===== src/rtl/pwm_pkg.sv =====
package pwm_pkg;
  localparam logic [2:0] MODE_TOGGLE_PWM = 3'b010;

  typedef struct packed {
    logic [2:0] mode;
    logic [2:0] zero;
    logic       tsel;
    logic       tbit;
  } pwm_ctrl_t;
endpackage


===== src/rtl/pwm_timebase.sv =====
module pwm_timebase #(
  parameter int unsigned TW      = 16,
  parameter int unsigned PRE_DIV = 4
) (
  input  logic          clk_i,
  input  logic          rst_ni,
  input  logic          load_i,
  input  logic          en_i,
  input  logic          div_sel_i,
  output logic          tick_o,
  output logic [TW-1:0] timer_o
);
  logic [TW-1:0] timer_q;

  generate
    if (PRE_DIV > 1) begin : g_div
      localparam int unsigned PCW = $clog2(PRE_DIV);
      localparam logic [PCW-1:0] PC_LAST = PCW'(PRE_DIV - 1);
      logic [PCW-1:0] pc_q;
      always_ff @(posedge clk_i or negedge rst_ni) begin
        if (!rst_ni)     pc_q <= '0;
        else if (load_i) pc_q <= '0;
        else if (en_i)   pc_q <= (pc_q == PC_LAST) ? '0 : pc_q + 1'b1;
      end
      assign tick_o = en_i && (!div_sel_i || (pc_q == PC_LAST));
    end else begin : g_nodiv
      logic unused_sel;
      assign unused_sel = div_sel_i;
      assign tick_o = en_i;
    end
  endgenerate

  always_ff @(posedge clk_i or negedge rst_ni) begin
    if (!rst_ni)     timer_q <= '0;
    else if (load_i) timer_q <= '0;
    else if (tick_o) timer_q <= timer_q + 1'b1;
  end

  assign timer_o = timer_q;
endmodule


===== src/rtl/pwm_service.sv =====
module pwm_service #(
  parameter int unsigned TW = 16
) (
  input  logic          clk_i,
  input  logic          rst_ni,
  input  logic          load_i,
  input  logic [TW-1:0] init_cmp_i,
  input  logic          init_tbit_i,
  input  logic          wr_i,
  input  logic [TW-1:0] on_i,
  input  logic [TW-1:0] off_i,
  input  logic          step_i,
  output logic [TW-1:0] cmp_o,
  output logic          tbit_o,
  output logic [TW-1:0] on_o,
  output logic [TW-1:0] off_o
);
  logic [TW-1:0] cmp_q, on_q, off_q;
  logic          tbit_q;

  // pair written atomically; a step in the write cycle sees the old pair
  always_ff @(posedge clk_i or negedge rst_ni) begin
    if (!rst_ni) begin
      on_q  <= '0;
      off_q <= '0;
    end else if (wr_i) begin
      on_q  <= on_i;
      off_q <= off_i;
    end
  end

  always_ff @(posedge clk_i or negedge rst_ni) begin
    if (!rst_ni) begin
      cmp_q  <= '0;
      tbit_q <= 1'b0;
    end else if (load_i) begin
      cmp_q  <= init_cmp_i;
      tbit_q <= init_tbit_i;
    end else if (step_i) begin
      cmp_q  <= cmp_q + (tbit_q ? off_q : on_q);
      tbit_q <= ~tbit_q;
    end
  end

  assign cmp_o  = cmp_q;
  assign tbit_o = tbit_q;
  assign on_o   = on_q;
  assign off_o  = off_q;
endmodule


===== src/rtl/pwm_outstage.sv =====
module pwm_outstage (
  input  logic clk_i,
  input  logic rst_ni,
  input  logic load_i,
  input  logic init_lvl_i,
  input  logic step_i,
  output logic pwm_o
);
  logic lvl_q;

  always_ff @(posedge clk_i or negedge rst_ni) begin
    if (!rst_ni)      lvl_q <= 1'b0;
    else if (load_i)  lvl_q <= init_lvl_i;
    else if (step_i)  lvl_q <= ~lvl_q;
  end

  assign pwm_o = lvl_q;
endmodule


===== src/rtl/toggle_pwm.sv =====
module toggle_pwm #(
  parameter int unsigned TW      = 16,
  parameter int unsigned PRE_DIV = 4
) (
  input  logic          clk_i,
  input  logic          rst_ni,
  input  logic          tmr_en_i,
  input  logic          presc_sel_i,
  input  logic [7:0]    ctrl_i,
  input  logic [TW-1:0] on_time_i,
  input  logic [TW-1:0] off_time_i,
  input  logic          const_wr_i,
  input  logic          load_i,
  input  logic [TW-1:0] init_cmp_i,
  input  logic          init_lvl_i,
  input  logic          svc_en_i,
  output logic          pwm_o,
  output logic          tbit_o,
  output logic [TW-1:0] cmp_o,
  output logic [TW-1:0] timer_o
);
  import pwm_pkg::*;

  pwm_ctrl_t     ctrl;
  logic          tick_w, active_w, step_w;
  logic [TW-1:0] timer_w, cmp_w, on_w, off_w;

  assign ctrl     = pwm_ctrl_t'(ctrl_i);
  assign active_w = svc_en_i && (ctrl.mode == MODE_TOGGLE_PWM)
                    && (ctrl.zero == 3'b000) && ctrl.tsel;
  assign step_w   = !load_i && active_w && tick_w && (timer_w == cmp_w);

  pwm_timebase #(.TW(TW), .PRE_DIV(PRE_DIV)) u_tb (
    .clk_i    (clk_i),
    .rst_ni   (rst_ni),
    .load_i   (load_i),
    .en_i     (tmr_en_i),
    .div_sel_i(presc_sel_i),
    .tick_o   (tick_w),
    .timer_o  (timer_w)
  );

  pwm_service #(.TW(TW)) u_svc (
    .clk_i      (clk_i),
    .rst_ni     (rst_ni),
    .load_i     (load_i),
    .init_cmp_i (init_cmp_i),
    .init_tbit_i(ctrl.tbit),
    .wr_i       (const_wr_i),
    .on_i       (on_time_i),
    .off_i      (off_time_i),
    .step_i     (step_w),
    .cmp_o      (cmp_w),
    .tbit_o     (tbit_o),
    .on_o       (on_w),
    .off_o      (off_w)
  );

  pwm_outstage u_out (
    .clk_i     (clk_i),
    .rst_ni    (rst_ni),
    .load_i    (load_i),
    .init_lvl_i(init_lvl_i),
    .step_i    (step_w),
    .pwm_o     (pwm_o)
  );

  assign cmp_o   = cmp_w;
  assign timer_o = timer_w;
endmodule


===== config.mk =====
export PLATFORM = sky130hd
export DESIGN_NAME = toggle_pwm
export DESIGN_NICKNAME = d
export VERILOG_FILES = /design/src/rtl/pwm_pkg.sv /design/src/rtl/pwm_timebase.sv /design/src/rtl/pwm_service.sv /design/src/rtl/pwm_outstage.sv /design/src/rtl/toggle_pwm.sv
export SDC_FILE = /design/constraint.sdc
export NUM_CORES = 1
export LEC_CHECK = 0
export ABC_AREA = 0
export CORE_ASPECT_RATIO = 0.9
export CORE_MARGIN = 8
export CORE_UTILIZATION = 30
export CTS_CLUSTER_SIZE = 20
export DETAILED_ROUTE_END_ITERATION = 8
export MAX_ROUTING_LAYER = met4
export PLACE_DENSITY_LB_ADDON = 0.3
export SYNTH_ARGS = -nofsm -noshare
export SYNTH_HDL_FRONTEND = slang
export SYNTH_SLANG_ARGS = --single-unit

===== constraint.sdc =====
create_clock -name clk_i -period 6.81 [get_ports clk_i]
set_input_delay 1.0215 -clock clk_i [delete_from_list [all_inputs] [get_ports clk_i]]
set_output_delay 1.0215 -clock clk_i [all_outputs]
set_load 0.02 [all_outputs]

==> results of run 1 <==
[Yosys cell counts, types with 3 or more instances]
master,number
a211oi_1,4
a21o_1,8
a21oi_1,21
a22oi_1,3
and3_1,4
buf_1,6
clkbuf_1,10
dfrtp_1,68
ha_1,17
inv_1,5
mux2_2,48
mux2i_1,9
nand2_1,25
nand3_1,9
nand4_1,8
nor2_1,27
nor2b_1,9
nor3_1,6
nor4_1,3
o211ai_1,4
o21a_1,4
o21ai_0,23
o31ai_1,3
or3_1,4
xnor2_1,14
xor2_1,23
[cell type report]
type / instances / area (um^2)
clock buffers: 13 / 260.3
clock inverters: 2 / 10.01
fillers: 1263 / 7815
inverters: 5 / 18.77
multi-input cells: 301 / 2263
flip-flops and latches: 68 / 1702
well taps: 168 / 210.2
repair buffers: 100 / 983.4
[path summary, 6_finish.rpt]
path	startpoint	endpoint	slack, ps	cells past startpoint
max reg2reg	u_svc.tbit_o$_DFFE_PN0P_	u_svc.cmp_o[15]$_DFFE_PN0P_	3280	9
min in group asynchronous	rst_ni	u_tb.timer_o[9]$_DFFE_PN0P_	900	2
min	u_svc.off_o[6]$_DFFE_PN0P_	u_svc.off_o[6]$_DFFE_PN0P_	500	1
max	u_svc.tbit_o$_DFFE_PN0P_	u_svc.cmp_o[15]$_DFFE_PN0P_	3280	9
max in group asynchronous	rst_ni	u_svc.on_o[2]$_DFFE_PN0P_	5330	2
min reg2reg	u_svc.off_o[6]$_DFFE_PN0P_	u_svc.off_o[6]$_DFFE_PN0P_	500	1
[power groups by stage]
stage | Sequential (mW) | Clock (mW) | Combinational, mW
6_report | 0.467 | 0.423 | 0.325
5_1_grt | 0.472 | 0.457 | 0.361
4_1_cts | 0.468 | 0.435 | 0.330
3_5_place_dp | 0.475 | 0 | 0.328
3_3_place_gp | 0.473 | 0 | 0.326
2_1_floorplan | 0.474 | 0 | 0.199
[through the flow]
step                        util  worst slack, ps  hold WS (ps)  power, mW
after floorplan                -             3377         475.0     0.6730
after global placement    0.3904             3207         484.2     0.7988
after detailed placement  0.3904             3174         490.8     0.8026
after CTS                 0.4108             3211         502.4      1.233
after global routing      0.4108             2973         510.2      1.290
final                     0.4108             3283         498.0      1.214
[sequential cells by signal, indices dropped and copies added, names as in the netlist]
signal and flops:
u_out.pwm_o 1, u_tb.timer_o 16, u_tb.g_div.pc_q 2, u_svc.tbit_o 1, u_svc.cmp_o 16, u_svc.on_o 16, u_svc.off_o 16
[cell usage in the layout, fill, tap and decap left out, types with 4 or more instances in the layout]
master,instances
a21o_1,8
or3_1,4
xnor2_1,14
o21ai_0,23
ha_1,17
nor2_1,27
mux2i_1,9
nor2b_1,9
inv_1,5
o211ai_1,4
clkdlybuf4s50_1,95
nand3_1,9
nor3_1,6
xor2_1,23
nand2_1,25
a21oi_1,21
and3_1,4
a211oi_1,4
clkbuf_16,9
mux2_2,48
o21a_1,4
dfrtp_1,68
nand4_1,8
[metal layers]
layer | GRT usage | vias to the layer above | wire, um | share of wire
li1 | - | 1606 | - | -
met5 | - | - | 0 | 0
met3 | 0.03469 | 13 | 559 | 0.049
met4 | 0.04169 | 0 | 189 | 0.017
met2 | 0.2179 | 75 | 5463 | 0.48
met1 | 0.1628 | 1564 | 5097 | 0.45
[critical path, cell delays in order, from the launching register on]
cell      delay [ps]
dfrtp_1          870
mux2i_1          500
inv_1             80
ha_1             310
a211oi_1         310
o211ai_1         250
a211oi_1         430
o211ai_1         200
a2111o_1         440
nand3_1           70
[logic make-up after synthesis]
group | count (synthesis)
compound gates | 80
xor+xnor | 37
fa+ha+maj | 18
buf+inv | 24
flops | 68
mux | 57
simple gates | 109
==> out/results.ini, run 1 <==
[sta]
slew_violations=0
rsz0062_at_grt=false
finalHoldViolCount=0
tightest_slew_ps=963.8
finalSetupViolCount=0
period_needed_ps=3527
relSlewSlack=0.3575
tns_ps=0
period_share=0.5179
max_freq_ghz=0.2835
worst_clock_skew_ps=5.328

[die]
ios=98
fp.dieW_um=138.6
start_util=0.3060
fp-row-count=40
die_area_um2=17510
die_h_um=126.3
coreArea_um2=13260

[synth]
async_reset_ff_frac=1.000
netlist_instances=393
ys_warn_count=0
synthAdderAreaFrac=0.05734
synth_top_family_by_area=multiplexers
synth_ff_type=dfrtp_1
muxShareOfSynthArea=0.1554
synth_compound_area_frac=0.1252
ys_ff_latch=68
synth_xor_area_frac=0.07984
synth_top_area_cell=dfrtp_1
synth_edf_count=0
ys_seq_area_frac=0.4192
synth_area_leaders=dfrtp_1 (42%), mux2_2 (13%), ha_1 (5.2%), xor2_1 (5.0%), xnor2_1 (3.0%)
synth_nets=475
synth_area_um2=4059
synth-simple-area-share=0.1400
syn_area_per_cell_um2=10.33
synth_top_cell_area_share=0.4192
synth_cell_types=46

[run]
max_cap_violations=0

[global_route]
grt_use_total=0.1348
grt_overflow=0
grt_pass1_vias=3427
grt_max_degree=69
grt_first_pass_wirelength_um=18550
antenna_found_initial=0

[drt]
drt_iter0_drc=149
wl_um=11310
route.detailed.drc=0
firstDrtPassIters=4
vias_per_cell=4.959
num_vias=3258
wl_per_cell_um=17.21
ant_nets=0

[layout]
area_growth_pct=34.22
design_area_um2=5448
drive_gt1_frac=0.1452
nets=567
fin_cells=657
diodes=0

[cts]
postCtsSetupRepairBufs=0
cts_tree=done
cts_buffers=9
clock-root-buffer=clkbuf_16
clock_path_buffers=2
post_cts_resize_count=0
ctsHoldBuffers=0
clock-sinks=68
cts.clk_slew.worst_paths_ps=50
clk_latency_ps=330
htreeDepth=3

[power_and_ir_drop]
seqPwrFrac=0.384
vdd_drop_max_v=0.0001118
p_clk_frac=0.348
power_frac_comb=0.268
switching_share=0.2907
p_per_area_nw_per_um2=222.9
p_int_mw=0.8612
p_leak_nw=2.287
p_switching_mw=0.3530

[min_path]
hold_path_class=register to register

[place]
gp_congestion=0.8326
placed_area_um2=5177
place_inst=642
io_buffer_count=97
hpwl_um=8788

[critical_path]
crit_arrival_ps=3790
crit_path_end_kind=register
worstPathMaxFanout=18
start_kind=register
crit_required_ps=7070
path_class=register to register

[status]
status=completed

No activity file was read; power rests on OpenSTA's default activity.
==> inputs of run 2 (changes only) <==
==> constraint.sdc (replaced) <==
create_clock -name clk_i -period 3.1 [get_ports clk_i]
set_input_delay 0.465 -clock clk_i [delete_from_list [all_inputs] [get_ports clk_i]]
set_output_delay 0.465 -clock clk_i [all_outputs]
set_load 0.02 [all_outputs]
==> run 2 against run 1 <==
Net effect:
- first-iteration DRC count decreased by 1.3%
- hold slack lost 340 ps
- clock-buffer cell count is 2 higher
- largest power group unchanged
- largest cell class unchanged
==> out/results.ini, run 2 (synthesis results as in run 1) <==
[drt]
wl_per_cell_um=17.29
vias_per_cell=4.988
num_vias=3332
ant_nets=0
firstDrtPassIters=4
drt_iter0_drc=147
wl_um=11550
route.detailed.drc=0

[global_route]
antenna_found_initial=0
grt_first_pass_wirelength_um=18930
grt_max_degree=69
grt_pass1_vias=3544
grt_use_total=0.1371
grt_overflow=0

[cts]
postCtsSetupRepairBufs=0
cts_buffers=9
clock-root-buffer=clkbuf_16
cts_tree=done
clock-sinks=68
htreeDepth=3
clk_latency_ps=330
cts.clk_slew.worst_paths_ps=60
clock_path_buffers=2

[sta]
tightest_slew_ps=987.5
finalSetupViolCount=0
period_share=0.9280
max_freq_ghz=0.3476
relSlewSlack=0.3417
finalHoldViolCount=0
rsz0062_at_grt=false
worst_clock_skew_ps=7.846
period_needed_ps=2877
tns_ps=0
slew_violations=0
holdWs_ps=153.5

[layout]
nets=577
final_cell_mix=clkdlybuf4s50_1 (95), dfrtp_1 (68), mux2_2 (48)
drive_gt1_frac=0.1660
fin_util=0.4201
layout_commonest_cell=clkdlybuf4s50_1
diodes=0
design_area_um2=5572
area_growth_pct=37.27
fin_cells=668

[critical_path]
crit_arrival_ps=3140
crit_required_ps=3360
rr_worst_depth=9
path_class=register to register
start_kind=register
crit_path_end_kind=register
worstPathMaxFanout=18

[die]
die_h_um=126.3
start_util=0.3060
fp.dieW_um=138.6
ios=98
coreArea_um2=13260
fp-row-count=40
die_area_um2=17510

[place]
hpwl_um=9070
io_buffer_count=97
placed_area_um2=5278
place_inst=652
gp_congestion=0.8352

[power_and_ir_drop]
p_int_mw=1.952
vdd_drop_max_v=0.0002549
p_clk_frac=0.349
switching_share=0.2912
seqPwrFrac=0.369
p_per_area_nw_per_um2=494.4
p_leak_nw=2.346
p_switching_mw=0.8023
power_frac_comb=0.281

[status]
status=completed

[run]
max_cap_violations=0

[min_path]
hold_path_class=primary input to async pin

[run 2: cell types whose count changed in the layout (fill, tap and decap cells not counted)]
| cell | change |
|---|---|
| o31ai_1 | -1 |
| buf_4 | +8 |
| clkinv_2 | -1 |
| clkbuf_8 | +1 |
| clkbuf_1 | +1 |
| o31ai_2 | +1 |
| buf_12 | +2 |
| a2111oi_0 | -1 |
| a2111oi_2 | +1 |
[run 2: stage by stage]
step	power (mW)	worst slack (ps)
2_1_floorplan	1.481	12.71
3_3_place_gp	1.799	153.9
3_5_place_dp	1.811	112.3
4_1_cts	2.795	195.4
5_1_grt	2.913	41.13
6_report	2.755	223.1
[run 2: area by class of cell]
class	instances	area [um^2]
clock buffer	15	277.8
clock inverter	1	5.005
fill	1290	7691
inverter	5	18.77
multi-input combinational	301	2275
sequential	68	1702
tap	168	210.2
timing repair buffer	110	1084
[run 2: critical path, cell delays in order, from the launching register on]
cell and delay, ps:
dfrtp_1 360, buf_12 170, mux2_2 350, ha_1 410
nand4_1 180, or3_1 400, a21o_1 200, a31o_2 250
or4_1 400, nand3_1 80
[run 2: power by group through the flow]
stage / logic, mW / clock network (mW) / registers, mW
floorplan: 0.439 / 0 / 1.04
global placement: 0.767 / 0 / 1.03
detailed placement: 0.776 / 0 / 1.03
CTS: 0.780 / 0.996 / 1.02
global route: 0.852 / 1.03 / 1.03
finish: 0.775 / 0.962 / 1.02
[run 2: final timing paths]
| check | startpoint | end | slack, ps |
|---|---|---|---|
| max in group asynchronous | rst_ni | u_svc.off_o[2]$_DFFE_PN0P_ | 2640 |
| min in group clk_i | u_svc.off_o[0]$_DFFE_PN0P_ | u_svc.off_o[0]$_DFFE_PN0P_ | 500 |
| max | u_svc.tbit_o$_DFFE_PN0P_ | u_svc.cmp_o[14]$_DFFE_PN0P_ | 220 |
| min reg2reg | u_svc.off_o[0]$_DFFE_PN0P_ | u_svc.off_o[0]$_DFFE_PN0P_ | 500 |
| min | rst_ni | u_tb.timer_o[10]$_DFFE_PN0P_ | 150 |
| max reg2reg | u_svc.tbit_o$_DFFE_PN0P_ | u_svc.cmp_o[14]$_DFFE_PN0P_ | 220 |
[run 2: timing repair]
item                                    CTS  global route
gates resized for setup                   0             3
hold buffers                              0             0
endpoints found under the setup margin    0             2
[run 2: routing by layer]
| metal | vias up | GRT usage | part of all wire |
|---|---|---|---|
| li1 | 1631 | - | - |
| met4 | 0 | 0.03095 | 0.011 |
| met5 | - | - | 0 |
| met1 | 1605 | 0.1651 | 0.45 |
| met2 | 83 | 0.2264 | 0.49 |
| met3 | 13 | 0.03618 | 0.050 |
==> inputs of run 3 (changes only) <==
--- a/config.mk
+++ b/config.mk
@@ -6,6 +6,7 @@
 export NUM_CORES = 1
 export LEC_CHECK = 0
 export ABC_AREA = 0
+export ABC_CLOCK_PERIOD_IN_PS = 3100
 export CORE_ASPECT_RATIO = 0.9
 export CORE_MARGIN = 8
 export CORE_UTILIZATION = 30
==> results of run 3 <==
Same layout as run 2: the final DEF is identical, and so are final timing and power.
